[src/rtl/sci_pkg.sv]
// Shared types for the asynchronous serial transceiver.
// Assumes: the prescaler tap encoding is fixed by the mode field layout.
package sci_pkg;

    typedef enum logic [1:0] {
        PRE_DIV1  = 2'b00,
        PRE_DIV4  = 2'b01,
        PRE_DIV16 = 2'b10,
        PRE_DIV64 = 2'b11
    } presc_e;

    typedef struct packed {
        logic   two_stop;
        logic   mp_en;
        logic   par_en;
        logic   par_odd;
        presc_e presc;
    } mode_t;

endpackage

[src/rtl/sci_baud_gen.sv]
// Bit-rate generator: a free-running prescaler offers four taps, and a
// reloadable divider counts the chosen tap's enables to emit tick16,
// one cycle wide, at 16x the bit rate.
// Assumes: the reload value may change at any time; the count is clipped.
module sci_baud_gen
    import sci_pkg::*;
#(
    parameter int DIV_W = 8
) (
    input  logic             clk,
    input  logic             rst_n,
    input  presc_e           presc,
    input  logic [DIV_W-1:0] reload,
    output logic             tick16
);
    localparam int PRE_W = 6;

    logic [PRE_W-1:0] pre_cnt;
    logic             pre_en;
    logic [DIV_W-1:0] div_cnt;

    // free-running prescaler counter
    always_ff @(posedge clk) begin
        if (!rst_n) pre_cnt <= '0;
        else        pre_cnt <= pre_cnt + 1'b1;
    end

    // tap selection: enable once per 1, 4, 16 or 64 cycles
    always_comb begin
        unique case (presc)
            PRE_DIV1:  pre_en = 1'b1;
            PRE_DIV4:  pre_en = &pre_cnt[1:0];
            PRE_DIV16: pre_en = &pre_cnt[3:0];
            PRE_DIV64: pre_en = &pre_cnt[5:0];
            default:   pre_en = 1'b0;
        endcase
    end

    // reloadable divider producing the oversampling tick
    always_ff @(posedge clk) begin
        if (!rst_n) begin
            div_cnt <= '0;
            tick16  <= 1'b0;
        end else begin
            tick16 <= 1'b0;
            if (pre_en) begin
                if (div_cnt >= reload) begin
                    div_cnt <= '0;
                    tick16  <= 1'b1;
                end else begin
                    div_cnt <= div_cnt + 1'b1;
                end
            end
        end
    end

endmodule

[src/rtl/sci_tx.sv]
// Transmitter: on acceptance, assembles the whole character (start, data,
// optional parity/marker bit, stop bits) in one shift register. It waits
// for a tick boundary, then shifts one bit every OVS ticks.
// Assumes: mode inputs are stable while a character is in flight.
module sci_tx #(
    parameter int DATA_W = 8,
    parameter int OVS    = 16
) (
    input  logic              clk,
    input  logic              rst_n,
    input  logic              tick16,
    input  logic              two_stop,
    input  logic              mp_en,
    input  logic              par_en,
    input  logic              par_odd,
    input  logic [DATA_W-1:0] tx_data,
    input  logic              tx_valid,
    input  logic              tx_mp_bit,
    output logic              tx_ready,
    output logic              txd
);
    localparam int FW   = DATA_W + 4;
    localparam int CW   = $clog2(FW + 1);
    localparam int TC_W = $clog2(OVS);

    typedef enum logic [1:0] {TX_IDLE, TX_ARM, TX_SEND} tx_st_e;

    tx_st_e          st;
    logic [FW-1:0]   shreg;
    logic [FW-1:0]   frame;
    logic [CW-1:0]   nbits;
    logic [CW-1:0]   bitno;
    logic [TC_W-1:0] tcnt;
    logic            extra_en;

    assign extra_en = mp_en | par_en;

    // character assembly from the offered byte and the mode
    always_comb begin
        frame             = '1;
        frame[0]          = 1'b0;
        frame[DATA_W:1]   = tx_data;
        if (mp_en)
            frame[DATA_W+1] = tx_mp_bit;
        else if (par_en)
            frame[DATA_W+1] = par_odd ^ (^tx_data);
    end

    // accept, align to tick, and shift out bit by bit
    always_ff @(posedge clk) begin
        if (!rst_n) begin
            st    <= TX_IDLE;
            shreg <= '1;
            nbits <= '0;
            bitno <= '0;
            tcnt  <= '0;
        end else begin
            unique case (st)
                TX_IDLE: if (tx_valid) begin
                    shreg <= frame;
                    nbits <= CW'(DATA_W + 2) + CW'(extra_en) + CW'(two_stop);
                    bitno <= '0;
                    tcnt  <= '0;
                    st    <= TX_ARM;
                end
                TX_ARM: if (tick16) st <= TX_SEND;
                TX_SEND: if (tick16) begin
                    tcnt <= tcnt + 1'b1;
                    if (tcnt == TC_W'(OVS - 1)) begin
                        shreg <= {1'b1, shreg[FW-1:1]};
                        bitno <= bitno + 1'b1;
                        if (bitno == nbits - 1'b1) st <= TX_IDLE;
                    end
                end
                default: st <= TX_IDLE;
            endcase
        end
    end

    assign tx_ready = (st == TX_IDLE);
    assign txd      = (st == TX_SEND) ? shreg[0] : 1'b1;

endmodule

[src/rtl/sci_rx.sv]
// Receiver: synchronises the line, detects a falling edge and confirms the
// start bit at mid-bit. It samples data, then the optional ninth bit, then
// only the first stop bit, and returns to idle at once, so a 0 in a
// second stop position starts the next character.
// Assumes: tick16 runs at OVS times the bit rate of the sender.
module sci_rx #(
    parameter int DATA_W = 8,
    parameter int OVS    = 16
) (
    input  logic              clk,
    input  logic              rst_n,
    input  logic              tick16,
    input  logic              mp_en,
    input  logic              par_en,
    input  logic              par_odd,
    input  logic              rxd,
    output logic [DATA_W-1:0] rx_data,
    output logic              rx_valid,
    output logic              rx_frame_err,
    output logic              rx_par_err,
    output logic              rx_mp_bit
);
    localparam int TC_W = $clog2(OVS);
    localparam int BN_W = $clog2(DATA_W + 1);
    localparam int HALF = OVS / 2;

    typedef enum logic [2:0] {RX_IDLE, RX_START, RX_DATA, RX_EXTRA, RX_STOP} rx_st_e;

    rx_st_e            st;
    logic              s1, s2, s3;
    logic [TC_W-1:0]   tcnt;
    logic [BN_W-1:0]   bitno;
    logic [DATA_W-1:0] shreg;
    logic              xbit;
    logic              mid;

    // two-stage synchroniser plus a delayed copy for edge detection
    always_ff @(posedge clk) begin
        if (!rst_n) {s1, s2, s3} <= 3'b111;
        else        {s1, s2, s3} <= {rxd, s1, s2};
    end

    assign mid = tick16 && (tcnt == TC_W'(OVS - 1));

    // framing state machine with mid-bit sampling
    always_ff @(posedge clk) begin
        if (!rst_n) begin
            st           <= RX_IDLE;
            tcnt         <= '0;
            bitno        <= '0;
            shreg        <= '0;
            xbit         <= 1'b0;
            rx_data      <= '0;
            rx_valid     <= 1'b0;
            rx_frame_err <= 1'b0;
            rx_par_err   <= 1'b0;
            rx_mp_bit    <= 1'b0;
        end else begin
            rx_valid <= 1'b0;
            if (tick16 && st != RX_IDLE) tcnt <= tcnt + 1'b1;
            unique case (st)
                RX_IDLE: if (!s2 && s3) begin
                    tcnt <= '0;
                    st   <= RX_START;
                end
                RX_START: if (tick16 && tcnt == TC_W'(HALF - 1)) begin
                    tcnt  <= '0;
                    bitno <= '0;
                    st    <= s2 ? RX_IDLE : RX_DATA;
                end
                RX_DATA: if (mid) begin
                    shreg <= {s2, shreg[DATA_W-1:1]};
                    bitno <= bitno + 1'b1;
                    if (bitno == BN_W'(DATA_W - 1))
                        st <= (mp_en || par_en) ? RX_EXTRA : RX_STOP;
                end
                RX_EXTRA: if (mid) begin
                    xbit <= s2;
                    st   <= RX_STOP;
                end
                RX_STOP: if (mid) begin
                    rx_valid     <= 1'b1;
                    rx_data      <= shreg;
                    rx_frame_err <= !s2;
                    rx_par_err   <= !mp_en && par_en && (xbit ^ (^shreg) ^ par_odd);
                    rx_mp_bit    <= mp_en && xbit;
                    st           <= RX_IDLE;
                end
                default: st <= RX_IDLE;
            endcase
        end
    end

endmodule

[src/rtl/sci_async_xcvr.sv]
// Top of the asynchronous serial transceiver: holds the mode register and
// wires the bit-rate generator, transmitter and receiver together.
// Assumes: cfg_wr is not pulsed while a character is in flight.
module sci_async_xcvr
    import sci_pkg::*;
#(
    parameter int DATA_W = 8,
    parameter int DIV_W  = 8,
    parameter int OVS    = 16
) (
    input  logic              clk,
    input  logic              rst_n,
    input  logic              cfg_wr,
    input  logic              cfg_two_stop,
    input  logic              cfg_mp_en,
    input  logic              cfg_par_en,
    input  logic              cfg_par_odd,
    input  logic [1:0]        cfg_clk_sel,
    input  logic [DIV_W-1:0]  cfg_div,
    input  logic [DATA_W-1:0] tx_data,
    input  logic              tx_valid,
    input  logic              tx_mp_bit,
    output logic              tx_ready,
    output logic              txd,
    input  logic              rxd,
    output logic [DATA_W-1:0] rx_data,
    output logic              rx_valid,
    output logic              rx_frame_err,
    output logic              rx_par_err,
    output logic              rx_mp_bit
);
    mode_t            mode_q;
    logic [DIV_W-1:0] div_q;
    logic             tick16;

    // mode register, loaded only on the strobe
    always_ff @(posedge clk) begin
        if (!rst_n) begin
            mode_q <= '0;
            div_q  <= '0;
        end else if (cfg_wr) begin
            mode_q <= '{two_stop: cfg_two_stop, mp_en: cfg_mp_en, par_en: cfg_par_en,
                        par_odd: cfg_par_odd, presc: presc_e'(cfg_clk_sel)};
            div_q  <= cfg_div;
        end
    end

    sci_baud_gen #(.DIV_W(DIV_W)) u_baud (
        .clk    (clk),
        .rst_n  (rst_n),
        .presc  (mode_q.presc),
        .reload (div_q),
        .tick16 (tick16)
    );

    sci_tx #(.DATA_W(DATA_W), .OVS(OVS)) u_tx (
        .clk       (clk),
        .rst_n     (rst_n),
        .tick16    (tick16),
        .two_stop  (mode_q.two_stop),
        .mp_en     (mode_q.mp_en),
        .par_en    (mode_q.par_en),
        .par_odd   (mode_q.par_odd),
        .tx_data   (tx_data),
        .tx_valid  (tx_valid),
        .tx_mp_bit (tx_mp_bit),
        .tx_ready  (tx_ready),
        .txd       (txd)
    );

    sci_rx #(.DATA_W(DATA_W), .OVS(OVS)) u_rx (
        .clk          (clk),
        .rst_n        (rst_n),
        .tick16       (tick16),
        .mp_en        (mode_q.mp_en),
        .par_en       (mode_q.par_en),
        .par_odd      (mode_q.par_odd),
        .rxd          (rxd),
        .rx_data      (rx_data),
        .rx_valid     (rx_valid),
        .rx_frame_err (rx_frame_err),
        .rx_par_err   (rx_par_err),
        .rx_mp_bit    (rx_mp_bit)
    );

endmodule

[config.mk]
export PLATFORM = sky130hd
export DESIGN_NAME = sci_async_xcvr
export DESIGN_NICKNAME = d
export VERILOG_FILES = /design/src/rtl/sci_pkg.sv /design/src/rtl/sci_baud_gen.sv /design/src/rtl/sci_tx.sv /design/src/rtl/sci_rx.sv /design/src/rtl/sci_async_xcvr.sv
export SDC_FILE = /design/constraint.sdc
export NUM_CORES = 1
export LEC_CHECK = 0
export CAP_MARGIN = 30
export CORE_MARGIN = 4
export CORE_UTILIZATION = 56
export DETAILED_ROUTE_END_ITERATION = 7
export GPL_ROUTABILITY_DRIVEN = 0
export PLACE_DENSITY = 0.84
export SYNTH_ARGS = -nofsm -noshare
export SYNTH_HDL_FRONTEND = slang
export SYNTH_SLANG_ARGS = --single-unit
[constraint.sdc]
create_clock -name clk -period 2 [get_ports clk]
set_input_delay 0.5 -clock clk [delete_from_list [all_inputs] [get_ports clk]]
set_output_delay 0.5 -clock clk [all_outputs]
set_load 0.01 [all_outputs]
==> results.json <==
{
  "outcome": "finished clean",
  "nets": 559,
  "p_seq_share_pct": 53.2,
  "fmax_mhz": 524,
  "slew_violations": 0,
  "synth_cells": 464,
  "power_w": 0.00351,
  "clkTransAtPathRegs_ns": 0.09,
  "pwr-share-clk_pct": 33.8,
  "first_pass_iters": 5,
  "yosys.area_share.simple_pct": 21.9,
  "timing.final.crit_share_pct": 95.5,
  "drive_above_1_share_pct": 9.23,
  "p_comb_share_pct": 13.0,
  "arrival_ns": 2.20,
  "grt-ovfl-total": 0,
  "seq_area_frac_synth_pct": 43.5,
  "synth_cell_types": 46,
  "path_cells": "inv_2 -> ha_1 -> nand2b_1 -> a21o_1 -> a211oi_4 -> o211ai_4 -> nor2_4 -> a22o_1",
  "ys_seq_elements": 88,
  "ys.flop_type": "dfxtp_1",
  "ctsHoldBuffers": 0,
  "slowest_delay_ns": 0.36,
  "syn_area_sq_um": 4050,
  "clock_sinks": 88,
  "crit_type": "reg2reg",
  "tightest_slew_ns": 0.567,
  "io_buffers": 41,
  "area_growth_pct": 19.8,
  "drc": 0,
  "synthAdderAreaFrac_pct": 4.94,
  "ant_nets": 0,
  "grt_max_degree": 34,
  "yosysWarnings": 0,
  "viasPerCell": 5.25,
  "dieArea_sq_um": 8660,
  "die_y_um": 93.1,
  "synth_xor_area_share_pct": 8.12,
  "start_util_pct": 58.7,
  "end_kind": "flip-flop",
  "antenna_found_initial": 0,
  "cts_buffer_depth": 2,
  "clk_latency_ns": 0.35,
  "cts-buffers-inserted": 9,
  "p_per_area_nw_per_um2": 723,
  "switching_share_pct": 25.4,
  "p_leak_nw": 1.90,
  "hold_violations": 0,
  "grt_pass1_vias": 3219,
  "setup_viol": 0,
  "core_area_sq_um": 6910,
  "synth_top_family_by_area": "simple AND/OR/NAND/NOR gates",
  "grt_use_total_pct": 20.3,
  "synth-edff-count": 0,
  "synthMuxAreaShare_pct": 7.16,
  "cts_tree": "yes",
  "htreeDepth": 3,
  "ir_worst_vdd_mv": 0.470,
  "die_x_um": 93.1,
  "rows": 30,
  "diodes": 0,
  "worstHoldPathType": "reg2reg",
  "wl_per_cell_um": 13.5,
  "finalClockSkew_ns": 0.00727,
  "synth_area_per_cell_sq_um": 8.74,
  "vias": 3234,
  "p_int_w": 0.00262,
  "cts-root-buf": "clkbuf_8",
  "cp.required_ns": 2.29,
  "final_util_pct": 70.3,
  "grt_pass1_wl_um": 14200,
  "cap_violations": 0,
  "synth_compound_gate_area_share_pct": 10.5,
  "crit_path_max_fanout": 7,
  "p_sw_w": 0.000890,
  "min_period_ns": 1.91,
  "routed_wl_um": 8310,
  "cpMaxStageDelayCell": "dfxtp_2",
  "slew_headroom_pct": 61.9,
  "first_iter_violations": 135,
  "async_flop_share_pct": 0,
  "critPathLaunchType": "flip-flop",
  "ioPinCount": 42,
  "dpl.hpwl_um": 5900,
  "synth_fp_nets": 508
}
## cell usage in the layout, fill, tap and decap left out, types with 2 or more instances in the layout
cell type,Yosys,layout
nand4_1,5,5
a21oi_1,30,29
nor3_2,2,2
o21ai_1,8,8
nor3_1,7,7
nor2_1,63,62
a211oi_1,3,3
inv_1,16,15
nand2_1,52,52
and3_1,3,3
o21ai_0,4,4
clkdlybuf4s50_1,0,40
and2_1,2,2
clkbuf_8,0,9
mux2i_1,29,29
o21a_1,2,2
dfxtp_2,0,3
clkinvlp_4,0,3
nand2b_1,9,9
buf_4,2,17
xnor2_1,22,22
nor2b_1,7,6
dfxtp_1,88,85
ha_1,16,16
clkbuf_1,9,2
a22o_1,6,6
a22oi_1,2,2
xor2_1,13,13
a21o_1,4,4
nand3_1,34,34
## Yosys cell counts (all sizes together), types with 2 or more instances
library cell	instances	area, sq um
dfxtp	88	1760
nor2	64	248
nand2	52	195
nand3	34	170
a21oi	31	166
mux2i	29	290
xnor2	22	193
ha	16	200
inv	16	60.1
xor2	13	114
o21ai	12	60.1
buf	10	61.3
clkbuf	9	33.8
nand2b	9	56.3
nor3	9	55.1
nor2b	7	43.8
a22o	6	52.6
nand4	6	43.8
a211oi	4	35.0
a21o	4	30.0
and3	3	18.8
a22oi	2	15.0
and2	2	12.5
o21a	2	15.0
## worst paths after layout
kind / start / to / slack [ns] / cells past startpoint
worst max register to register: u_baud.div_cnt[0] / u_baud.div_cnt[7] / 0.09 / 8
worst max-delay path: u_baud.div_cnt[0] / u_baud.div_cnt[7] / 0.09 / 8
worst min-delay path: u_rx.s1 / u_rx.s2 / 0.42 / 1
worst min register to register: u_rx.s1 / u_rx.s2 / 0.42 / 1
## power groups by stage
stage / logic, W / clock network [W] / registers (W)
global route: 0.000507 / 0.00128 / 0.00188
global placement: 0.000415 / 0 / 0.00190
finish: 0.000455 / 0.00119 / 0.00187
CTS: 0.000441 / 0.00121 / 0.00187
detailed placement: 0.000432 / 0 / 0.00191
floorplan: 0.000294 / 0 / 0.00189
## area by class of cell
type	count	area, sq um
clock inverter	5	57.6
fill	534	2050
clock buffer	11	131
timing repair buffer	59	561
tap	96	120
inverter	17	63.8
multi-input combinational	340	2160
sequential	88	1770
## worst max-delay path: cells and delay by family, from the launching register on
kind                     cells  cell delay [ns]
AO/OA/AOI/OAI                4             0.80
flip-flops                   1             0.36
AND/OR/NAND/NOR              2             0.36
adder cells (fa/ha/maj)      1             0.27
buffers and inverters        1             0.05
## metrics by stage
step,setup TNS [ns],cell area (sq um),hold WS [ns],setup slack (ns),std cells
6_report,0,4860,0.419,0.0903,616
5_1_grt,-0.0358,4860,0.445,-0.0226,616
4_1_cts,0,4830,0.418,0.00147,615
3_5_place_dp,-0.154,4630,0.399,-0.145,599
3_3_place_gp,-0.114,4630,0.397,-0.114,599
2_1_floorplan,0,4050,0.386,0.265,464
## sequential cells by signal (all words and copies together) (netlist names)
register / cells
u_tx.nbits: 4
u_rx.bitno: 4
u_rx.rx_data: 8
u_rx.s2: 1
mode_q: 6
u_rx.tcnt: 4
u_rx.shreg: 8
u_rx.s3: 1
u_tx.st: 2
u_rx.xbit: 1
u_baud.pre_cnt: 6
u_rx.rx_frame_err: 1
u_rx.rx_mp_bit: 1
u_rx.st: 3
u_rx.s1: 1
div_q: 8
u_tx.tcnt: 4
u_tx.shreg: 10
u_baud.div_cnt: 8
u_baud.tick16: 1
u_tx.bitno: 4
u_rx.rx_par_err: 1
u_rx.rx_valid: 1
## metal layers
layer / up-vias / GRT usage (%) / share of wire (%)
met3: 17 / 4.59 / 3.7
li1: 1664 / - / -
met4: 0 / 8.79 / 2.1
met2: 54 / 34.3 / 49
met1: 1499 / 24.9 / 45
met5: - / 0 / 0
## kinds of logic (layout without fill, tap and decap cells)
| group | count (synthesis) | in the layout |
|---|---|---|
| and+or+nand+nor | 192 | 192 |
| xor gates and xnor gates | 36 | 36 |
| muxes | 29 | 29 |
| DFF | 88 | 88 |
| adders and majority gates | 16 | 16 |
| buffers and inverters | 36 | 92 |
| AOI/OAI and AO/OA | 67 | 67 |
## repair_timing
item | CTS | global route
setup buffers | 0 | 1
pin swaps | 0 | 5
endpoints found under the setup margin | 5 | 9
resized for setup | 4 | 6
Note: power is estimated with default switching activity, not from simulation.
